==> src/rtl/ixp_pkg.sv <==
package ixp_pkg;
    localparam int REG_W     = 8;
    localparam int NUM_REGS  = 27;
    localparam int IDX_W     = $clog2(NUM_REGS);
    localparam int IDX_LAST  = NUM_REGS - 1;
    localparam int IDX_CAUSE = 23;
    localparam int IDX_CMD   = 24;
    localparam int IDX_DATA  = 25;

    localparam logic [REG_W-1:0] CAUSE_DONE = 8'h10;

    localparam int ST_IRQ  = 7;
    localparam int ST_LCI  = 6;
    localparam int ST_BSY  = 5;
    localparam int ST_CIP  = 4;
    localparam int ST_PERR = 1;
    localparam int ST_DBR  = 0;

    typedef enum logic {
        PORT_ADDR = 1'b0,
        PORT_DATA = 1'b1
    } port_e;
endpackage

==> src/rtl/ixp_index.sv <==
module ixp_index
    import ixp_pkg::*;
(
    input  logic                 clk,
    input  logic                 rst_n,
    input  logic                 sel_wr,
    input  logic [REG_W-1:0]     sel_val,
    input  logic                 step,
    output logic [IDX_W-1:0]     idx
);
    localparam logic [IDX_W-1:0] LAST_I = IDX_W'(IDX_LAST);
    localparam logic [IDX_W-1:0] DATA_I = IDX_W'(IDX_DATA);

    typedef struct packed {
        logic [IDX_W-1:0] idx;
    } st_t;

    st_t st_d, st_q;

    always_comb begin
        st_d = st_q;
        if (sel_wr) begin
            if (sel_val > REG_W'(IDX_LAST))
                st_d.idx = LAST_I;
            else
                st_d.idx = sel_val[IDX_W-1:0];
        end else if (step && st_q.idx != DATA_I && st_q.idx != LAST_I) begin
            st_d.idx = st_q.idx + 1'b1;
        end
    end

    always_ff @(posedge clk or negedge rst_n) begin
        if (!rst_n) st_q <= '0;
        else        st_q <= st_d;
    end

    assign idx = st_q.idx;

    AST_IDX_IN_RANGE: assert property (@(posedge clk) disable iff (!rst_n)
        st_q.idx <= LAST_I);
    AST_DATA_IDX_HOLD: assert property (@(posedge clk) disable iff (!rst_n)
        (step && !sel_wr && st_q.idx == DATA_I) |=> (st_q.idx == DATA_I));
endmodule

==> src/rtl/ixp_cmd_timer.sv <==
module ixp_cmd_timer #(
    parameter int CYCLES = 8
) (
    input  logic clk,
    input  logic rst_n,
    input  logic launch,
    output logic busy,
    output logic done
);
    localparam int CNT_W = $clog2(CYCLES + 1);

    typedef struct packed {
        logic [CNT_W-1:0] cnt;
    } st_t;

    st_t st_d, st_q;

    always_comb begin
        st_d = st_q;
        if (launch)
            st_d.cnt = CNT_W'(CYCLES);
        else if (st_q.cnt != '0)
            st_d.cnt = st_q.cnt - 1'b1;
    end

    always_ff @(posedge clk or negedge rst_n) begin
        if (!rst_n) st_q <= '0;
        else        st_q <= st_d;
    end

    assign busy = (st_q.cnt != '0);
    assign done = (st_q.cnt == CNT_W'(1));

    initial begin
        if (CYCLES < 1) $error("CYCLES must be at least 1");
    end

    AST_LAUNCH_IDLE: assert property (@(posedge clk) disable iff (!rst_n)
        launch |-> !busy);
    AST_BUSY_AFTER_LAUNCH: assert property (@(posedge clk) disable iff (!rst_n)
        launch |=> busy);
endmodule

==> src/rtl/ixp_regbank.sv <==
module ixp_regbank
    import ixp_pkg::*;
(
    input  logic                 clk,
    input  logic                 rst_n,
    input  logic                 wr_en,
    input  logic                 rd_en,
    input  logic [IDX_W-1:0]     idx,
    input  logic [REG_W-1:0]     wdata,
    input  logic                 cause_wr,
    input  logic [REG_W-1:0]     cause_val,
    output logic [REG_W-1:0]     rdata,
    output logic                 dbr
);
    localparam logic [IDX_W-1:0] DATA_I = IDX_W'(IDX_DATA);

    typedef struct packed {
        logic [NUM_REGS-1:0][REG_W-1:0] regs;
        logic                           full;
    } st_t;

    st_t st_d, st_q;

    always_comb begin
        st_d = st_q;
        if (wr_en) begin
            st_d.regs[idx] = wdata;
            if (idx == DATA_I) st_d.full = 1'b1;
        end else if (rd_en && idx == DATA_I) begin
            st_d.full = 1'b0;
        end
        if (cause_wr) st_d.regs[IDX_CAUSE] = cause_val;
    end

    always_ff @(posedge clk or negedge rst_n) begin
        if (!rst_n) st_q <= '0;
        else        st_q <= st_d;
    end

    assign rdata = st_q.regs[idx];
    assign dbr   = st_q.full;

    AST_DBR_SET: assert property (@(posedge clk) disable iff (!rst_n)
        (wr_en && idx == DATA_I) |=> dbr);
    AST_DBR_CLEAR: assert property (@(posedge clk) disable iff (!rst_n)
        (rd_en && !wr_en && idx == DATA_I) |=> !dbr);
endmodule

==> src/rtl/ixp_port.sv <==
module ixp_port
    import ixp_pkg::*;
#(
    parameter int CMD_BUSY_CYCLES = 8
) (
    input  logic             clk,
    input  logic             rst_n,
    input  logic             host_cs,
    input  logic             host_we,
    input  logic             host_port,
    input  logic [7:0]       host_wdata,
    output logic [7:0]       host_rdata,
    output logic             cmd_start,
    output logic [6:0]       cmd_code,
    output logic             cmd_single
);
    localparam logic [IDX_W-1:0] CMD_I   = IDX_W'(IDX_CMD);
    localparam logic [IDX_W-1:0] CAUSE_I = IDX_W'(IDX_CAUSE);

    typedef struct packed {
        logic       irq;
        logic       lci;
        logic       start;
        logic [6:0] code;
        logic       single;
    } st_t;

    st_t st_d, st_q;

    logic [IDX_W-1:0] idx;
    logic [REG_W-1:0] bank_rdata;
    logic             dbr, busy, done;
    logic             addr_wr, data_acc, data_wr, data_rd;
    logic             cmd_hit, accept, drop, bank_we, cause_rd;
    logic [REG_W-1:0] status;

    assign addr_wr  = host_cs && host_we && (host_port == PORT_ADDR);
    assign data_acc = host_cs && (host_port == PORT_DATA);
    assign data_wr  = data_acc && host_we;
    assign data_rd  = data_acc && !host_we;
    assign cmd_hit  = data_wr && (idx == CMD_I);
    assign accept   = cmd_hit && !busy;
    assign drop     = cmd_hit && busy;
    assign bank_we  = data_wr && !drop;
    assign cause_rd = data_rd && (idx == CAUSE_I);

    ixp_index u_index (
        .clk     (clk),
        .rst_n   (rst_n),
        .sel_wr  (addr_wr),
        .sel_val (host_wdata),
        .step    (data_acc),
        .idx     (idx)
    );

    ixp_regbank u_bank (
        .clk       (clk),
        .rst_n     (rst_n),
        .wr_en     (bank_we),
        .rd_en     (data_rd),
        .idx       (idx),
        .wdata     (host_wdata),
        .cause_wr  (done),
        .cause_val (CAUSE_DONE),
        .rdata     (bank_rdata),
        .dbr       (dbr)
    );

    ixp_cmd_timer #(.CYCLES(CMD_BUSY_CYCLES)) u_timer (
        .clk    (clk),
        .rst_n  (rst_n),
        .launch (accept),
        .busy   (busy),
        .done   (done)
    );

    always_comb begin
        st_d       = st_q;
        st_d.start = 1'b0;
        if (accept) begin
            st_d.start  = 1'b1;
            st_d.code   = host_wdata[6:0];
            st_d.single = host_wdata[7];
            st_d.lci    = 1'b0;
        end
        if (drop)     st_d.lci = 1'b1;
        if (cause_rd) st_d.irq = 1'b0;
        if (done)     st_d.irq = 1'b1;
    end

    always_ff @(posedge clk or negedge rst_n) begin
        if (!rst_n) st_q <= '0;
        else        st_q <= st_d;
    end

    always_comb begin
        status          = '0;
        status[ST_IRQ]  = st_q.irq;
        status[ST_LCI]  = st_q.lci;
        status[ST_BSY]  = busy;
        status[ST_CIP]  = busy;
        status[ST_PERR] = 1'b0;
        status[ST_DBR]  = dbr;
    end

    assign host_rdata = (host_port == PORT_ADDR) ? status : bank_rdata;
    assign cmd_start  = st_q.start;
    assign cmd_code   = st_q.code;
    assign cmd_single = st_q.single;

    AST_DROP_FLAGS: assert property (@(posedge clk) disable iff (!rst_n)
        drop |=> st_q.lci);
    AST_DROP_NO_START: assert property (@(posedge clk) disable iff (!rst_n)
        drop |=> !cmd_start);
    AST_DONE_IRQ: assert property (@(posedge clk) disable iff (!rst_n)
        done |=> st_q.irq);
    AST_CAUSE_CLEAR: assert property (@(posedge clk) disable iff (!rst_n)
        (cause_rd && !done) |=> !st_q.irq);
    AST_START_BUSY: assert property (@(posedge clk) disable iff (!rst_n)
        cmd_start |-> busy);
    AST_START_PULSE: assert property (@(posedge clk) disable iff (!rst_n)
        cmd_start |=> !cmd_start);
endmodule

==> config.mk <==
export PLATFORM = sky130hd
export DESIGN_NAME = ixp_port
export DESIGN_NICKNAME = d
export VERILOG_FILES = /design/src/rtl/ixp_pkg.sv /design/src/rtl/ixp_index.sv /design/src/rtl/ixp_cmd_timer.sv /design/src/rtl/ixp_regbank.sv /design/src/rtl/ixp_port.sv
export SDC_FILE = /design/constraint.sdc
export NUM_CORES = 1
export LEC_CHECK = 0
export ABC_AREA = 1
export CAP_MARGIN = 25
export CORE_MARGIN = 4
export CORE_UTILIZATION = 60
export DETAILED_ROUTE_END_ITERATION = 8
export PLACE_DENSITY = 0.81
export SLEW_MARGIN = 30
export SYNTH_ARGS = -nofsm -noshare
export SYNTH_HDL_FRONTEND = slang
export SYNTH_SLANG_ARGS = --single-unit
export TNS_END_PERCENT = 30
==> constraint.sdc <==
create_clock -name clk -period 3.2 [get_ports clk]
set_input_delay 0.32 -clock clk [delete_from_list [all_inputs] [get_ports clk]]
set_output_delay 0.32 -clock clk [all_outputs]
set_load 0.02 [all_outputs]
* Word-level counts from Yosys, hierarchy flattened
Index checks and enable logic that the tools add are counted.
** Word-level totals
- Logic and storage cells :: 93
- Output and inout port bits :: 17
- Input port bits :: 13
- Register bits after elaboration :: 237
** Operators by class
- Bitwise logic cells :: 1
- Muxes and demuxes :: 20
- Reduce and logical (&&, ||, !) cells :: 25
- $lt $le $gt $ge :: 3
- Add/subtract/negate cells :: 2
- Equal/unequal tests :: 7
** Operators with widths (number)
- $bwmux 216 :: 1
- $mux 192 :: 1
- $bmux 8 s5 :: 1
- $demux 8 s5 :: 1
- $mux 8 :: 4
- $eq 5x5->1 const B :: 3
- $mux 5 :: 3
- $logic_and 1x1->1 :: 14
- $reduce_bool 2->1 :: 6
- $mux 10 :: 1
- $ne 5x5->1 const B :: 2
- $gt 8x5->1 const B :: 1
- $mux 4 :: 2
- $lt 5x6->1 const B :: 1
- $mux 1 :: 6
- $add 5x1->5 const B :: 1
- $ge 5x1->1 const B :: 1
- $eq 4x1->1 const B :: 1
- $reduce_bool 4->1 :: 1
- $sub 4x1->4 const B :: 1
- $logic_not 1->1 :: 3
- $ne 2x1->1 const B :: 1
- $reduce_and 2->1 :: 1
- $not 1->1 :: 1

* Longest topological paths before layout
Gate-level depths: netlist of run 1.
- Word-level depth :: 8
- Depth in mapped cells :: 13
- Depth with buffers taken out :: 11

* Modules after synthesis
From an unflattened synthesis of run 1, not the netlist that was laid out.
** Second synthesis, totals
- Cell total of the unflattened synthesis :: 1522
- Area total of the unflattened synthesis :: 11494.8 um^2
** By module, submodules not included
- ixp_regbank :: cells each 1323, area each 10082.2 um^2, times used 1, seq. area each 5430.2 um^2
- ixp_port :: cells each 95, area each 698.2 um^2, times used 1, seq. area each 275.3 um^2
- ixp_index :: cells each 74, area each 471.7 um^2, times used 1, seq. area each 125.1 um^2
- ixp_cmd_timer :: cells each 30, area each 242.7 um^2, times used 1, seq. area each 100.1 um^2

* Least setup slack after synthesis of run 1
No wires, ideal clock.
- Kind :: flip-flop to flip-flop
- Start :: reg u_index.st_q (netlist bit u_index.idx[0])
- End :: reg u_bank.st_q[152] in the netlist's numbering
- Data required time :: 3.065 ns
- Period minus slack after synthesis :: 2.192 ns
- Setup time :: 0.135 ns
- Path buffers :: 3
- Arrival time :: 2.057 ns
- Stages on the path, launching flop included :: 14
- Slack :: 1.008 ns
- Cell sequence :: dfrtp_1 inv_1 buf_2 clkbuf_1 ha_1 inv_1 nor2_4 nand2_2 nand2_8 nor2_8 nand2_4 buf_6 nand2_1 o21ai_2
** On the way
- Longest elaborated chain between the ends :: 5
- Elaborated cells between the ends (all ways) :: 11
- Classes of those cells :: order compare: 2; eq/ne: 1; mux: 3; reduce/logical: 5
** Ends and longest elaborated chain
- start: declaration :: line ixp_index.sv:18 : st_t st_d, st_q;
- start signal: assignment :: line ixp_index.sv:34 : else st_q <= st_d;
- $lt 5x6->1 (implied by the code), or another cell as far along :: line ixp_regbank.sv:27 : st_d.regs[idx] = wdata;
- $logic_and 1x1->1, on equally long branches :: line ixp_regbank.sv:27, ixp_port.sv:41
- $mux 8 (implied by the code) or $logic_and 1x1->1 (tied branches) :: line ixp_regbank.sv:27, ixp_port.sv:43
- $demux 8 s5 or $logic_not 1->1 (tied branches)
- $bwmux 216 or $logic_and 1x1->1 (tied branches) :: line ixp_regbank.sv:27, ixp_port.sv:44
- end signal: assignment :: line ixp_regbank.sv:37 : else st_q <= st_d;
- end: declaration :: line ixp_regbank.sv:22 : st_t st_d, st_q;
Several ways; a longest one is shown, not always the timed one.
A chain may end at the register's enable or synchronous reset.

* Worst setup path after layout of run 1
- Start :: reg u_index.st_q (netlist bit u_index.idx[1])
- End :: out host_rdata[3]
** On the way
- Longest elaborated chain between the ends :: 3
** Ends and longest elaborated chain
- $bmux 8 s5 :: line ixp_regbank.sv:40 : assign rdata = st_q.regs[idx];
- $mux 8 (implied by the code) :: line ixp_regbank.sv:40
- $mux 8 :: line ixp_port.sv:106 : assign host_rdata = (host_port == PORT_ADDR) ? status : bank_rdata;
- end: declaration :: line ixp_port.sv:12 : output logic [7:0] host_rdata,
Every way passes these cells. The select of a mux whose other input is x is not followed.

==> out/qor.txt, run 1 <==
==================================================================================
Routability cong. ...................................................        0.934
Endpoint class of the critical path .................................   output pin
Synthesized area .................................................... 11,900 sq um
Critical path type ..................................................   reg -> out
Run status .......................................................... finished with violations
First-pass GRT wire length ..........................................    49,800 um
Antenna fix cells ...................................................            0
Worst setup path endpoint ........................................... host_rdata[3]
Reg-to-Reg Start .................................................... u_index.idx[0]
Top cell types by occurrence after synthesis ........................ 448 x nand2_1, 237 x dfrtp_1, 166 x nor2_1
Share of async-settable or async-resettable flops after synthesis ...         1.00
Vias in the first global route ......................................        9,387
Power per cell area .................................................  868 nW/um^2
Vias after detailed routing .........................................        9,987
Fin area ............................................................ 13,200 sq um
Overall Power .......................................................      11.5 mW
Most frequent cell after synthesis ..................................      nand2_1
Final cycle utilization of the critical path ........................         1.00
Standard-cell rows ..................................................           51
Worst Skew ..........................................................      11.7 ps
Number of antenna-violating nets in the routed design ...............            0
Hold WC Path Type ...................................................  in -> async
Setup repair bufs after CTS .........................................            0
Post-Syn Area per Cell ..............................................   8.26 sq um
Required time of the critical path ..................................      2880 ps
Routed wire per std cell ............................................      17.9 um
Top_reg_cell synth ..................................................      dfrtp_1
Worst setup SP type .................................................     register
Share of final-layout standard cells stronger than drive strength 1 .        0.153
Slew @ Worst Pin ....................................................       754 ps
Number of antenna violations at the first check in global routing ...            0
Layout overhead on the synthesized area .............................        10.9%
Area of placed instances ............................................ 12,300 sq um
Highest net fanout along the worst path .............................           29
Setup repair after global routing missed its margin .................          yes
F_max ...............................................................      312 MHz
Count of distinct cell types in the synthesized netlist .............           38
Sequential fraction of the synthesis area ...........................        0.499
Max-cap violations ..................................................            0
Total CTS buffers ...................................................           26
First-pass iteration count of the detailed router ...................            6
Remaining global-route overflow .....................................            0
Final hold vios .....................................................            0
Die Span Y ..........................................................       149 um
Post-synthesis sequential element count .............................          237
Initial Util ........................................................        0.611
Leakage power .......................................................      6.66 nW
Max Root-Sink Buffers ...............................................            3
Number of endpoints failing setup at the final stage ................            1
Area enclosed by the die boundary ................................... 22,100 sq um
Cell at the root of the clock tree ..................................    clkbuf_16
Max transition margin ...............................................        0.497
Crit path time final ................................................      3210 ps
Worst R2R Setup Slack ...............................................       690 ps
Clk pin slew, worst setup/hold paths ................................        60 ps
Clock insertion delay at the later pin of the skew report ...........       530 ps
Filler cell count in the final layout ...............................        1,550
Worst setup path startpoint ......................................... u_index.idx[1]
Final number of max-transition violations ...........................            0
Share of the synthesized area in the top cell type ..................        0.499
Overall die width ...................................................       149 um
Floorplan core area ................................................. 19,500 sq um
Area leader, netlist ................................................      dfrtp_1
Average via count per standard cell .................................         5.80
Number of flops mapped to enable cells by yosys .....................            0
Maximum ir drop on the vdd rail .....................................   0.000510 V
Num ports ...........................................................           30
Violated checks ..................................................... setup timing
Routed wire length ..................................................    30,900 um
Number of cells on the worst reg-to-reg path ........................           11
Worst reg2reg endpoint .............................................. u_bank.st_q[19]
Endpoint arrival time on the critical path ..........................      2890 ps
Synthesized netlist net count .......................................        1,459
Clock sink total ....................................................          237
Count of nets after finishing .......................................        1,458
Synthesized instance count ..........................................        1,440
DRC viols ...........................................................            0
GRT Util Overall ....................................................        0.281
Cells taking the most area after synthesis .......................... dfrtp_1 50%, nand2_1 14%, o21ai_2 7.1%
Worst-case setup slack after placement ..............................       528 ps
Maximum level of the CTS H-tree .....................................            1
TritonCTS clock tree ................................................         done
Worst hold margin ...................................................       383 ps
Largest net degree at the start of global routing ...................           83
Total of warnings raised by yosys ...................................            0
Total of buffers placed on input and output ports ...................           29
Min setup slack post-route ..........................................     -8.87 ps
Initial DRC count ...................................................        1,116
Post-DP HPWL ........................................................    19,800 um
==================================================================================
==> placed cells by master, fill, tap and decap left out, drive strengths merged, types with 2 or more instances in the layout <==
cell type / count
ha: 6
nor2: 178
dlymetal6s2s: 3
buf: 35
o22ai: 2
nand3: 31
dfrtp: 237
a21oi: 11
clkbuf: 42
o21ai: 320
nand4: 7
a21boi: 2
clkinv: 9
nand2: 475
clkdlybuf4s50: 24
inv: 61
nor3: 4
==> critical path: stages (launching register included) <==
cell	delay, ps
dfrtp_2	430
clkinv_1	70
buf_4	360
o21ai_0	210
o21ai_0	230
nand2_1	80
nand2_1	80
nor2_1	40
a21oi_1	200
clkdlybuf4s50_1	650
==> worst min-delay path by stage <==
stage | startpoint | endpoint | slack [ps] | cells after the start
4_1_cts | rst_n | u_timer.st_q[2] | 410 | 2
6_report | rst_n | u_timer.st_q[2] | 380 | 2
3_3_place_gp | rst_n | u_timer.st_q[1] | 360 | 1
3_5_place_dp | rst_n | u_timer.st_q[2] | 360 | 1
5_1_grt | rst_n | u_timer.st_q[1] | 450 | 2
2_1_floorplan | rst_n | cmd_code[0] | 20 | 0
==> flip-flops by register name (all words and copies together) (netlist names) <==
register	flops
u_bank.dbr	1
cmd_start	1
u_timer.st_q	4
cmd_code	7
cmd_single	1
u_bank.st_q	216
u_index.idx	5
st_q	2
==> metal layers <==
layer	vias up	global-route usage	part of all wire
li1	4651	-	-
met1	4756	0.406	0.42
met2	487	0.438	0.45
met3	93	0.0450	0.090
met4	0	0.100	0.036
met5	-	0	0
==> area by class of cell <==
cell class / instances / area, sq um / share of cell area
well taps: 265 / 332 / 0.0251
inverters: 65 / 245 / 0.0186
clock inverters: 5 / 25.0 / 0.00190
multi-input cells: 1045 / 5170 / 0.392
repair buffers: 64 / 658 / 0.0499
flip-flops and latches: 237 / 5940 / 0.450
clock buffers: 42 / 822 / 0.0623
==> power breakdown <==
group	switching [mW]	internal [mW]
clock	1.19	1.74
combinational	2.60	1.46
sequential	0.556	3.90
total	4.35	7.10
==> logic make-up after synthesis <==
| kind of cell | share of synthesized area |
|---|---|
| flops | 0.499 |
| xor+xnor | 0.00147 |
| buf+inv | 0.0675 |
| fa+ha+maj | 0.00631 |
| simple gates | 0.250 |
| compound gates | 0.176 |
==> through the flow <==
step / setup TNS [ps] / utilization / instances
6_report: -8.87 / 0.678 / 1723
3_3_place_gp: 0 / 0.633 / 1675
4_1_cts: 0 / 0.677 / 1723
3_5_place_dp: 0 / 0.633 / 1675
5_1_grt: -213 / 0.678 / 1723
2_1_floorplan: 0 / - / 1440
==> what timing repair did <==
| item | 4_1_cts | 5_1_grt |
|---|---|---|
| hold buffers | 1 | 0 |
| resized for setup | 2 | 6 |
| endpoints found under the hold margin | 79 | 0 |
| endpoints found under the setup margin | 2 | 7 |
No activity file was read; power rests on OpenSTA's default activity.
==> run 2: changes to the inputs <==
==> constraint.sdc (replaced) <==
create_clock -name clk -period 3.2 [get_ports clk]
set_input_delay 0.64 -clock clk [delete_from_list [all_inputs] [get_ports clk]]
set_output_delay 0.64 -clock clk [all_outputs]
set_load 0.02 [all_outputs]
==> out/qor.txt, run 2 (synthesis gave the netlist of run 1 again) <==
=====================================================================================
Run status ............................................................. finished, final reports clean
CP cell instances ...................................................... inv_2, buf_12, nor2_1, o21ai_0, nand2_1, nand2_1, nor2_1, a21oi_2, clkdlybuf4s15_2
Maximum ir drop on the vdd rail ........................................   0.000407 V
Cell at the root of the clock tree .....................................    clkbuf_16
GRT Util Overall .......................................................        0.284
Final cycle utilization of the critical path ...........................        0.991
Share of power burned in the clock network .............................        0.240
Number of antenna violations at the first check in global routing ......            0
Number of flip-flops in the largest register ...........................          216
Routed wire per std cell ...............................................      17.6 um
Total instance count after detailed placement ..........................        1,675
Routability cong. ......................................................        0.958
Combinational group share of total power ...............................        0.368
Net switching power of the design ......................................      4.33 mW
Final number of max-transition violations ..............................            0
Sequential cell area ...................................................   5940 sq um
Clk pin slew, worst setup/hold paths ...................................        60 ps
Number of endpoints failing setup at the final stage ...................            0
DRC viols ..............................................................            0
Most frequent standard cell in the layout excluding fill and tap cells .      nand2_1
Crit path max-delay cell type ..........................................      dfrtp_4
Layout overhead on the synthesized area ................................        10.6%
Standard-cell rows .....................................................           51
Maximum level of the CTS H-tree ........................................            1
Remaining global-route overflow ........................................            0
Sequential share of power ..............................................        0.392
Crit path time final ...................................................      3170 ps
Antenna fix cells ......................................................            0
Worst setup SP type ....................................................     register
Max-cap violations .....................................................            0
Required time of the critical path .....................................      2560 ps
Slew @ Worst Pin .......................................................       750 ps
Setup TNS after final layout ...........................................         0 ps
Total CTS buffers ......................................................           25
Initial Util ...........................................................        0.611
Endpoint class of the critical path ....................................   output pin
Filler cell count in the final layout ..................................        1,520
Count of nets after finishing ..........................................        1,459
First-pass GRT wire length .............................................    50,400 um
Power per cell area ....................................................  858 nW/um^2
Average via count per standard cell ....................................         5.72
Number of cells on the worst reg-to-reg path ...........................           11
Reg-to-Reg Start ....................................................... u_index.idx[0]
Worst R2R Setup Slack ..................................................       840 ps
Number of antenna-violating nets in the routed design ..................            0
Endpoint arrival time on the critical path .............................      2530 ps
Number of standard cells in the final layout excluding fillers .........        1,720
Vias in the first global route .........................................        9,595
Cell internal pwr ......................................................      6.95 mW
Max Root-Sink Buffers ..................................................            3
Vias after detailed routing ............................................        9,832
Largest incremental delay on the critical path .........................       520 ps
Worst Skew .............................................................      7.71 ps
Most used cells in the layout excluding fill and tap cells ............. 448 x nand2_1, 235 x dfrtp_1, 166 x nor2_1
Critical path type .....................................................   reg -> out
Total of buffers placed on input and output ports ......................           29
Largest net degree at the start of global routing ......................           86
Floorplan core area .................................................... 19,500 sq um
Final hold vios ........................................................            0
Top Family by Delay on Critical Path ................................... buffers and inverters
Max transition margin ..................................................        0.499
Initial DRC count ......................................................        1,129
First-pass iteration count of the detailed router ......................            6
Switching power share of the total .....................................        0.384
Register ranked first by flip-flop count ...............................  u_bank.st_q
Hold WC Path Type ......................................................  in -> async
Routed wire length .....................................................    30,300 um
Leakage power ..........................................................      6.62 nW
Multi-input gate area ..................................................   5180 sq um
TritonCTS clock tree ...................................................         done
Overall die width ......................................................       149 um
Number of buffers and inverters on the critical path ...................            3
Setup repair after global routing missed its margin ....................          yes
Highest net fanout along the worst path ................................           51
F_max ..................................................................      315 MHz
Worst reg2reg endpoint ................................................. u_bank.st_q[208]
Die Span Y .............................................................       149 um
Clock sink total .......................................................          237
Num ports ..............................................................           30
Area enclosed by the die boundary ...................................... 22,100 sq um
Clock insertion delay at the later pin of the skew report ..............       520 ps
Post-DP HPWL ...........................................................    19,300 um
Share of final-layout standard cells stronger than drive strength 1 ....        0.154
=====================================================================================
run 2: cell types whose count changed in the layout (fill, tap and decap cells not counted), sizes merged:
cell           delta
clkinv            -4
clkdlybuf4s50     -4
clkdlybuf4s15     +1
inv               +1
buf               +4
dlygate4sd3       -1
run 2: worst max path at each step:
stage,start,endpoint,cells after the start
6_report,u_index.idx[0],host_rdata[2],9
5_1_grt,u_index.idx[0],host_rdata[2],10
4_1_cts,u_index.idx[0],host_rdata[4],11
3_5_place_dp,u_index.idx[0],host_rdata[1],9
3_3_place_gp,u_index.idx[0],host_rdata[1],9
2_1_floorplan,u_index.idx[0],host_rdata[1],9
run 2: through the flow:
step | hold WS [ps] | worst slack (ps) | power [mW] | cell area [sq um] | utilization
CTS | 146 | -233 | 11.2 | 13100 | 0.674
global route | 170 | -92.5 | 12.1 | 13200 | 0.676
finish | 113 | 30.1 | 11.3 | 13200 | 0.676
floorplan | 344 | 889 | 7.23 | 11900 | -
detailed placement | 462 | 245 | 8.51 | 12400 | 0.635
global placement | 456 | 222 | 8.39 | 12400 | 0.635
run 2: routing by layer:
metal  routed length, um  vias up  track usage
met2               14300      428        0.455
met1               12600     4677        0.393
met3                2390       71       0.0498
met5                   0        -            0
li1                    -     4656            -
met4                1000        0        0.103
run 2: power by group through the flow:
stage / combinational [mW] / clock [mW] / sequential (mW)
2_1_floorplan: 2.95 / 0 / 4.29
3_3_place_gp: 3.97 / 0 / 4.42
3_5_place_dp: 4.06 / 0 / 4.45
4_1_cts: 4.09 / 2.74 / 4.41
5_1_grt: 4.65 / 2.87 / 4.53
6_report: 4.15 / 2.70 / 4.43
run 2: area by class of cell:
cell class	count	share of cell area
multi-input cells	1045	0.394
inverters	65	0.0185
clock inverters	2	0.000761
repair buffers	66	0.0543
well taps	265	0.0252
flip-flops and latches	237	0.451
clock buffers	40	0.0564
run 2: timing repair:
| action | CTS | global route |
|---|---|---|
| hold buffers | 0 | 0 |
| setup buffers | 0 | 3 |
| setup endpoints to repair | 8 | 8 |
| pin swaps | 0 | 1 |
| endpoints found under the hold margin | 0 | 0 |
| gates resized for setup | 9 | 15 |
